===== config.mk =====
export PLATFORM = sky130hd
export DESIGN_NAME = ram_scrambler
export DESIGN_NICKNAME = d
export VERILOG_FILES = /design/src/rtl/ram_scr_pkg.sv /design/src/rtl/ram_scr_rst_sync.sv /design/src/rtl/ram_scr_keys.sv /design/src/rtl/ram_scr_remap.sv /design/src/rtl/ram_scr_datapath.sv /design/src/rtl/ram_scrambler.sv
export SDC_FILE = /design/constraint.sdc
export NUM_CORES = 1
export LEC_CHECK = 0
export CORE_MARGIN = 1.5
export CORE_UTILIZATION = 40
export DETAILED_ROUTE_END_ITERATION = 12
export PLACE_DENSITY_LB_ADDON = 0.08
export SLEW_MARGIN = 20
export SYNTH_ARGS = -nofsm -noshare
export SYNTH_HDL_FRONTEND = slang
export SYNTH_SLANG_ARGS = --single-unit

===== constraint.sdc =====
create_clock -name clk -period 3.4 [get_ports clk]
set_input_delay 0.34 -clock clk [delete_from_list [all_inputs] [get_ports clk]]
set_output_delay 0.34 -clock clk [all_outputs]
set_load 0.02 [all_outputs]

===== src/rtl/ram_scr_pkg.sv =====
package ram_scr_pkg;

  typedef enum logic {
    KEY_ADDR = 1'b0,
    KEY_DATA = 1'b1
  } key_sel_e;

  function automatic int unsigned idx_width(input int unsigned bytes_total,
                                            input int unsigned word_w);
    return $clog2(bytes_total / (word_w / 8));
  endfunction

endpackage


===== src/rtl/ram_scr_rst_sync.sv =====
module ram_scr_rst_sync #(
  parameter int unsigned STAGES = 2
) (
  input  logic clk,
  input  logic rst_n,
  output logic rst_n_sync
);

  logic [STAGES-1:0] sync_q;
  logic [STAGES-1:0] sync_d;

  always_comb begin
    sync_d = {sync_q[STAGES-2:0], 1'b1};
  end

  always_ff @(posedge clk or negedge rst_n) begin
    if (!rst_n) begin
      sync_q <= '0;
    end else begin
      sync_q <= sync_d;
    end
  end

  assign rst_n_sync = sync_q[STAGES-1];

endmodule


===== src/rtl/ram_scr_keys.sv =====
module ram_scr_keys
  import ram_scr_pkg::*;
#(
  parameter int unsigned WORD_W = 32
) (
  input  logic              clk,
  input  logic              rst_n,
  input  logic              fw_mode,
  input  logic              cfg_we,
  input  logic              cfg_sel,
  input  logic [WORD_W-1:0] cfg_wdata,
  output logic [WORD_W-1:0] akey_o,
  output logic [WORD_W-1:0] dkey_o
);

  logic [WORD_W-1:0] akey_q, akey_d;
  logic [WORD_W-1:0] dkey_q, dkey_d;
  logic              akey_en, dkey_en;
  key_sel_e          sel;

  always_comb begin
    sel     = key_sel_e'(cfg_sel);
    akey_en = fw_mode && cfg_we && (sel == KEY_ADDR);
    dkey_en = fw_mode && cfg_we && (sel == KEY_DATA);
    akey_d  = cfg_wdata;
    dkey_d  = cfg_wdata;
  end

  always_ff @(posedge clk or negedge rst_n) begin
    if (!rst_n) begin
      akey_q <= '0;
    end else if (akey_en) begin
      akey_q <= akey_d;
    end
  end

  always_ff @(posedge clk or negedge rst_n) begin
    if (!rst_n) begin
      dkey_q <= '0;
    end else if (dkey_en) begin
      dkey_q <= dkey_d;
    end
  end

  assign akey_o = akey_q;
  assign dkey_o = dkey_q;

endmodule


===== src/rtl/ram_scr_remap.sv =====
module ram_scr_remap #(
  parameter int unsigned WORD_W = 32,
  parameter int unsigned IDX_W  = 15
) (
  input  logic [WORD_W-1:0] cpu_addr,
  input  logic [WORD_W-1:0] akey,
  output logic [IDX_W-1:0]  ram_idx
);

  localparam int unsigned OFF_W = $clog2(WORD_W / 8);

  logic [WORD_W-1:0] mixed;

  always_comb begin
    mixed   = cpu_addr ^ akey;
    ram_idx = mixed[OFF_W +: IDX_W];
  end

endmodule


===== src/rtl/ram_scr_datapath.sv =====
module ram_scr_datapath #(
  parameter int unsigned WORD_W = 32
) (
  input  logic              clk,
  input  logic              rst_n,
  input  logic              rd_issue,
  input  logic [WORD_W-1:0] cpu_addr,
  input  logic [WORD_W-1:0] dkey,
  input  logic [WORD_W-1:0] cpu_wdata,
  output logic [WORD_W-1:0] ram_wdata,
  input  logic [WORD_W-1:0] ram_rdata,
  output logic [WORD_W-1:0] cpu_rdata
);

  localparam int unsigned LANES = WORD_W / 8;

  logic [WORD_W-1:0] wr_mask;
  logic [WORD_W-1:0] rd_mask_q, rd_mask_d;

  always_comb begin
    wr_mask   = dkey ^ cpu_addr;
    rd_mask_d = wr_mask;
  end

  always_ff @(posedge clk or negedge rst_n) begin
    if (!rst_n) begin
      rd_mask_q <= '0;
    end else if (rd_issue) begin
      rd_mask_q <= rd_mask_d;
    end
  end

  for (genvar g = 0; g < LANES; g++) begin : g_lane
    always_comb begin
      ram_wdata[g*8 +: 8] = cpu_wdata[g*8 +: 8] ^ wr_mask[g*8 +: 8];
      cpu_rdata[g*8 +: 8] = ram_rdata[g*8 +: 8] ^ rd_mask_q[g*8 +: 8];
    end
  end

endmodule


===== src/rtl/ram_scrambler.sv =====
module ram_scrambler
  import ram_scr_pkg::*;
#(
  parameter int unsigned WORD_W    = 32,
  parameter int unsigned RAM_BYTES = 131072,
  parameter int unsigned IDX_W     = idx_width(RAM_BYTES, WORD_W),
  parameter int unsigned BE_W      = WORD_W / 8
) (
  input  logic              clk,
  input  logic              rst_n,
  input  logic              fw_mode,
  input  logic              cfg_we,
  input  logic              cfg_sel,
  input  logic [WORD_W-1:0] cfg_wdata,
  input  logic              cpu_req,
  input  logic              cpu_we,
  input  logic [BE_W-1:0]   cpu_be,
  input  logic [WORD_W-1:0] cpu_addr,
  input  logic [WORD_W-1:0] cpu_wdata,
  output logic [WORD_W-1:0] cpu_rdata,
  output logic              ram_en,
  output logic              ram_we,
  output logic [BE_W-1:0]   ram_be,
  output logic [IDX_W-1:0]  ram_idx,
  output logic [WORD_W-1:0] ram_wdata,
  input  logic [WORD_W-1:0] ram_rdata
);

  logic              rst_n_s;
  logic [WORD_W-1:0] akey_q;
  logic [WORD_W-1:0] dkey_q;
  logic              rd_issue;

  ram_scr_rst_sync #(.STAGES(2)) u_rst (
    .clk        (clk),
    .rst_n      (rst_n),
    .rst_n_sync (rst_n_s)
  );

  ram_scr_keys #(.WORD_W(WORD_W)) u_keys (
    .clk       (clk),
    .rst_n     (rst_n_s),
    .fw_mode   (fw_mode),
    .cfg_we    (cfg_we),
    .cfg_sel   (cfg_sel),
    .cfg_wdata (cfg_wdata),
    .akey_o    (akey_q),
    .dkey_o    (dkey_q)
  );

  ram_scr_remap #(.WORD_W(WORD_W), .IDX_W(IDX_W)) u_remap (
    .cpu_addr (cpu_addr),
    .akey     (akey_q),
    .ram_idx  (ram_idx)
  );

  always_comb begin
    rd_issue = cpu_req && !cpu_we;
    ram_en   = cpu_req;
    ram_we   = cpu_req && cpu_we;
    ram_be   = cpu_be;
  end

  ram_scr_datapath #(.WORD_W(WORD_W)) u_data (
    .clk       (clk),
    .rst_n     (rst_n_s),
    .rd_issue  (rd_issue),
    .cpu_addr  (cpu_addr),
    .dkey      (dkey_q),
    .cpu_wdata (cpu_wdata),
    .ram_wdata (ram_wdata),
    .ram_rdata (ram_rdata),
    .cpu_rdata (cpu_rdata)
  );

endmodule


==> flow_metrics.tcl, run 1 <==
set metrics [dict create \
    syn_to_final_growth_pct 59.1 \
    start_util 0.412 \
    die_area_um2 11200 \
    final_nets 676 \
    firstDrtPassIters 4 \
    post-route-cell-area_um2 6740 \
    path_clk_slew_ns 0.08 \
    seq_area_um2 2030 \
    hpwl_um 7280 \
    cts_buffers 9 \
    cts.path.max_buffers 2 \
    final-hold-violation-count 0 \
    fp-row-count 37 \
    ctsResizeCount 0 \
    avgSynthCellArea_um2 13.2 \
    avgRoutedWirePerCell_um 14.2 \
    die_h_um 106 \
    critPathMaxFanout 2 \
    clock_sinks 81 \
    grt_overflow_total 0 \
    ys_seq_area_frac 0.479 \
    peakVddDrop_mv 0.266 \
    multi_input_area_um2 1990 \
    outcome "finished, final reports clean" \
    fin_skew_ns 0.00618 \
    hold_class "primary input to async pin" \
    drive_above_1_share 0.129 \
    syn_inst 321 \
    grt_pass1_vias 3237 \
    drt_iter0_markers 53 \
    reg2reg_depth 2 \
    period_minus_slack_ns 2.22 \
    final_util 0.656 \
    port_buffers 215 \
    cts_setup_buffers 0 \
    cp.arrival_ns 1.88 \
    crit_type "primary input to primary output" \
    cts-htree-levels 3 \
    finalWirelength_um 9660 \
    cts_hold_buffers 0 \
    core_area_um2 10300 \
    worst_ep_required_time_ns 3.06 \
    leakage_nw 2.94 \
    cts_root_buffer "clkbuf_8" \
    setup_viol 0 \
    drv_slew 0 \
    final_cells 678 \
    syn_nets 460 \
    grt_pass1_wl_um 15800 \
    antenna_cells 0 \
    fmax_ghz 0.450 \
    antenna_found_initial 0 \
    drc 0 \
    synth_seq_cells 81 \
    viasPerCell 4.44 \
    tightest_slew_ns 0.662 \
    max-slew-margin-rel 0.558 \
    clk_latency_ns 0.35 \
    pin_count 224 \
    placed_area_um2 6490 \
    fillers 844 \
    cts_tree "yes" \
    yosys.cell_types.count 15 \
    netlist_area_um2 4230 \
    yosysWarnings 0 \
    critPathCaptureType "primary output" \
    num_vias 3012 \
    placed_cells 661 \
    rsz0062_at_grt "false" \
    power.density_nw_per_um2 590 \
    routabilityCongestion 0.724 \
    r2r-end "u_data.rd_mask_q[15]" \
    finalCritPeriodShare 0.653 \
    fp.dieW_um 106 \
    r2r_slack_ns 2.46 \
    gr-usage-all-layers 0.183 \
    drv_cap 0 \
    start_kind "primary input" \
    rr_startpoint "u_keys.dkey_o[15]" \
    postRouteAntennaNets 0 \
    grt_start_max_net_pins 80 \
    tns_ns 0 \
]
synth_stat cells, drive strengths merged:
cell,instances,share of area
and2,1,0.0015
buf,13,0.025
conb,1,0.00089
dfrtp,81,0.48
inv,32,0.028
mux2,47,0.15
mux2i,32,0.076
nand3,1,0.0024
nand3b,1,0.0047
nor2b,1,0.0015
xnor2,64,0.13
xor2,47,0.097
stage by stage:
stage | setup WS (ns) | hold WS [ns] | power (W)
2_1_floorplan | 0.977 | 0.0444 | 0.00235
3_3_place_gp | 1.14 | 0.342 | 0.00318
3_5_place_dp | 1.10 | 0.348 | 0.00321
4_1_cts | 1.16 | 0.109 | 0.00403
5_1_grt | 1.11 | 0.123 | 0.00420
6_report | 1.18 | 0.140 | 0.00397
state kept, by name, indices dropped and copies added, names as in the netlist:
register          count
u_data.rd_mask_q     32
u_keys.akey_o        15
u_keys.dkey_o        32
u_rst.sync_q          2
report_power, final:
part	internal, W	total [W]	switching (W)
clock	0.000451	0.000796	0.000344
sequential	0.00120	0.00138	0.000179
combinational	0.00101	0.00180	0.000789
total	0.00266	0.00397	0.00131
metal layers:
metal  vias to the layer above  GRT usage  wire length [um]
li1                       1445          -                 -
met1                      1433      0.220              4060
met2                       121      0.308              4750
met3                        13     0.0445               687
met4                         0     0.0840               164
met5                         -          0                 0
how the worst max path moves through the flow:
stage,slack (ns),endpoint,cells after the start,from
floorplan,0.98,u_data.rd_mask_q[0],0,u_rst.sync_q[1]
finish,1.18,ram_wdata[15],4,cpu_addr[15]
global placement,1.14,u_keys.dkey_o[8],4,fw_mode
CTS,1.16,ram_wdata[15],4,cpu_addr[15]
detailed placement,1.10,u_keys.dkey_o[14],4,cfg_we
global route,1.11,ram_wdata[9],4,cpu_addr[9]
critical path, stage by stage:
cell and delay, ns:
clkdlybuf4s50_1 0.45, xnor2_1 0.32, xnor2_1 0.16, clkdlybuf4s50_1 0.61
cell usage in the layout, fill, tap and decap left out, drive strengths merged:
| master | n |
|---|---|
| mux2i | 32 |
| clkdlybuf4s50 | 215 |
| inv | 32 |
| nand3 | 1 |
| clkbuf | 11 |
| nand3b | 1 |
| conb | 1 |
| bufinv | 2 |
| and2 | 1 |
| nor2b | 1 |
| dfrtp | 81 |
| xnor2 | 64 |
| buf | 3 |
| xor2 | 47 |
| mux2 | 47 |
| clkinvlp | 1 |
| clkinv | 2 |
cell families after synthesis:
group	count (synthesis)	synth area share
XOR/XNOR	111	0.230
flip-flops	81	0.479
multiplexers	79	0.227
buffers and inverters	45	0.0535
AND/OR/NAND/NOR	4	0.0100
other	1	0.000886
final cells by class:
| class | instances | area share |
|---|---|---|
| timing repair buffer | 218 | 0.326 |
| sequential | 81 | 0.301 |
| multi-input combinational | 195 | 0.295 |
| tap | 136 | 0.0253 |
| clock buffer | 11 | 0.0225 |
| inverter | 32 | 0.0178 |
| clock inverter | 5 | 0.0115 |
Note: power is estimated with default switching activity, not from simulation.
==> run 2, diff against run 1 <==
- CORE_UTILIZATION: 40 -> 36
- clock period: 3.4 -> 1.93 ns (I/O delays scaled with it)
==> run 2 against run 1 <==
Core utilization decreased by 5.2 points. Final cell count increased by 1.3%. Register-to-register slack got worse by 1.5 ns. Highest routed layer unchanged. Clock skew increased by 0.0033 ns. Die area increased by 11%.
==> flow_metrics.tcl, run 2 (synthesis results as in run 1) <==
set metrics [dict create \
    grt_pass1_wl_um 16000 \
    num_vias 3060 \
    fp-row-count 39 \
    post-route-cell-area_um2 6920 \
    critPathCaptureType "primary output" \
    cts_hold_buffers 0 \
    die_h_um 111 \
    critPathMaxFanout 2 \
    leakage_nw 3.19 \
    whs_ns 0.0180 \
    crit_type "primary input to primary output" \
    crit_buf_inv 2 \
    power.density_nw_per_um2 1050 \
    routabilityCongestion 0.736 \
    drive_above_1_share 0.140 \
    cp.arrival_ns 1.56 \
    worst_ep_required_time_ns 1.74 \
    start_kind "primary input" \
    start_util 0.369 \
    clk_latency_ns 0.33 \
    antenna_cells 0 \
    tns_ns 0 \
    drt_iter0_markers 49 \
    power.share.clock 0.235 \
    cts.path.max_buffers 2 \
    fmax_ghz 0.571 \
    seq_power_share 0.334 \
    crit_slowest_cell "clkdlybuf4s50_1" \
    clock_sinks 81 \
    layout_commonest_cell "clkdlybuf4s50_1" \
    power_w 0.00725 \
    cts_root_buffer "clkbuf_16" \
    path_clk_slew_ns 0.06 \
    core_area_um2 11500 \
    placed_area_um2 6570 \
    final_cells 687 \
    outcome "finished, final reports clean" \
    avgRoutedWirePerCell_um 14.5 \
    drv_cap 0 \
    cts_setup_buffers 0 \
    final_nets 679 \
    p_int_w 0.00490 \
    die_area_um2 12400 \
    drv_slew 0 \
    grt_start_max_net_pins 39 \
    pin_count 224 \
    p_comb_frac 0.431 \
    hold_class "primary input to async pin" \
    cts_buffers 9 \
    fillers 954 \
    peakVddDrop_mv 0.511 \
    firstDrtPassIters 4 \
    syn_to_final_growth_pct 63.4 \
    grt_overflow_total 0 \
    period_minus_slack_ns 1.75 \
    placed_cells 672 \
    rsz0062_at_grt "false" \
    grt_pass1_vias 3229 \
    final-hold-violation-count 0 \
    antenna_found_initial 0 \
    viasPerCell 4.45 \
    cts_tree "yes" \
    cts-htree-levels 3 \
    final_cell_mix "clkdlybuf4s50_1, dfrtp_1, xnor2_1, xor2_1" \
    crit_chain "clkdlybuf4s50_1, xor2_1, clkdlybuf4s50_1" \
    drc 0 \
    cp_top_family "buffers and inverters" \
    finalCritPeriodShare 0.907 \
    fin_skew_ns 0.00952 \
    hpwl_um 7650 \
    setup_viol 0 \
    postRouteAntennaNets 0 \
    switching_share 0.325 \
    gr-usage-all-layers 0.162 \
    finalWirelength_um 9990 \
    fp.dieW_um 111 \
    cp_common_cell "clkdlybuf4s50_1" \
    net-switching-power_w 0.00236 \
    max_stage_delay_ns 0.65 \
    port_buffers 215 \
]
==> run 2: changes by cell type in the layout (fill, tap and decap cells not counted), sizes merged <==
| cell | change |
|---|---|
| dlymetal6s2s | +16 |
| clkinvlp | -1 |
| clkdlybuf4s50 | -32 |
| clkbuf | +1 |
| dlygate4sd2 | +16 |
| buf | +3 |
| bufinv | -1 |
==> run 2: path summary, 6_finish.rpt <==
path / startpoint / to / slack (ns) / cells past startpoint
max: cpu_addr[15] / ram_idx[13] / 0.18 / 3
min reg2reg: u_rst.sync_q[1] / u_data.rd_mask_q[6] / 0.15 / 0
min in group clk: u_rst.sync_q[0] / u_rst.sync_q[1] / 0.35 / 0
max in group asynchronous: u_rst.sync_q[1] / u_data.rd_mask_q[25] / 1.11 / 1
max reg2reg: u_keys.dkey_o[5] / u_data.rd_mask_q[5] / 0.95 / 3
min: rst_n / u_rst.sync_q[1] / 0.02 / 1
==> run 2: what timing repair did <==
action                                  CTS  global route
gates resized for setup                  20            17
endpoints found under the setup margin   20            16
endpoints found under the hold margin     0             0
==> run 2: layout make-up <==
type                    instances  area, um^2  share of cell area
well taps                     143         179              0.0259
repair buffers                221        2270               0.328
flip-flops and latches         81        2030               0.293
clock buffers                  12         256              0.0371
inverters                      32         120              0.0174
clock inverters                 3        40.0             0.00579
multi-input cells             195        2030               0.293
==> run 2: metrics by stage <==
stage | util | setup slack, ns
6_report | 0.603 | 0.180
5_1_grt | 0.603 | 0.141
4_1_cts | 0.599 | 0.000142
3_5_place_dp | 0.573 | -0.0361
3_3_place_gp | 0.573 | -0.0122
2_1_floorplan | - | 0.558
==> run 2: layer usage <==
metal,routed length (um),track usage,part of all wire,vias up
met4,158,0.0599,0.016,0
met2,4890,0.270,0.49,126
met5,0,0,0,-
li1,-,-,-,1457
met1,4240,0.202,0.42,1464
met3,697,0.0435,0.070,13
==> run 2: power groups by stage <==
stage / Sequential, W / Clock [W] / Combinational (W)
after floorplan: 0.00239 / 0 / 0.00176
final: 0.00242 / 0.00171 / 0.00312
after global routing: 0.00248 / 0.00181 / 0.00333
after global placement: 0.00244 / 0 / 0.00319
after CTS: 0.00243 / 0.00175 / 0.00319
after detailed placement: 0.00245 / 0 / 0.00323
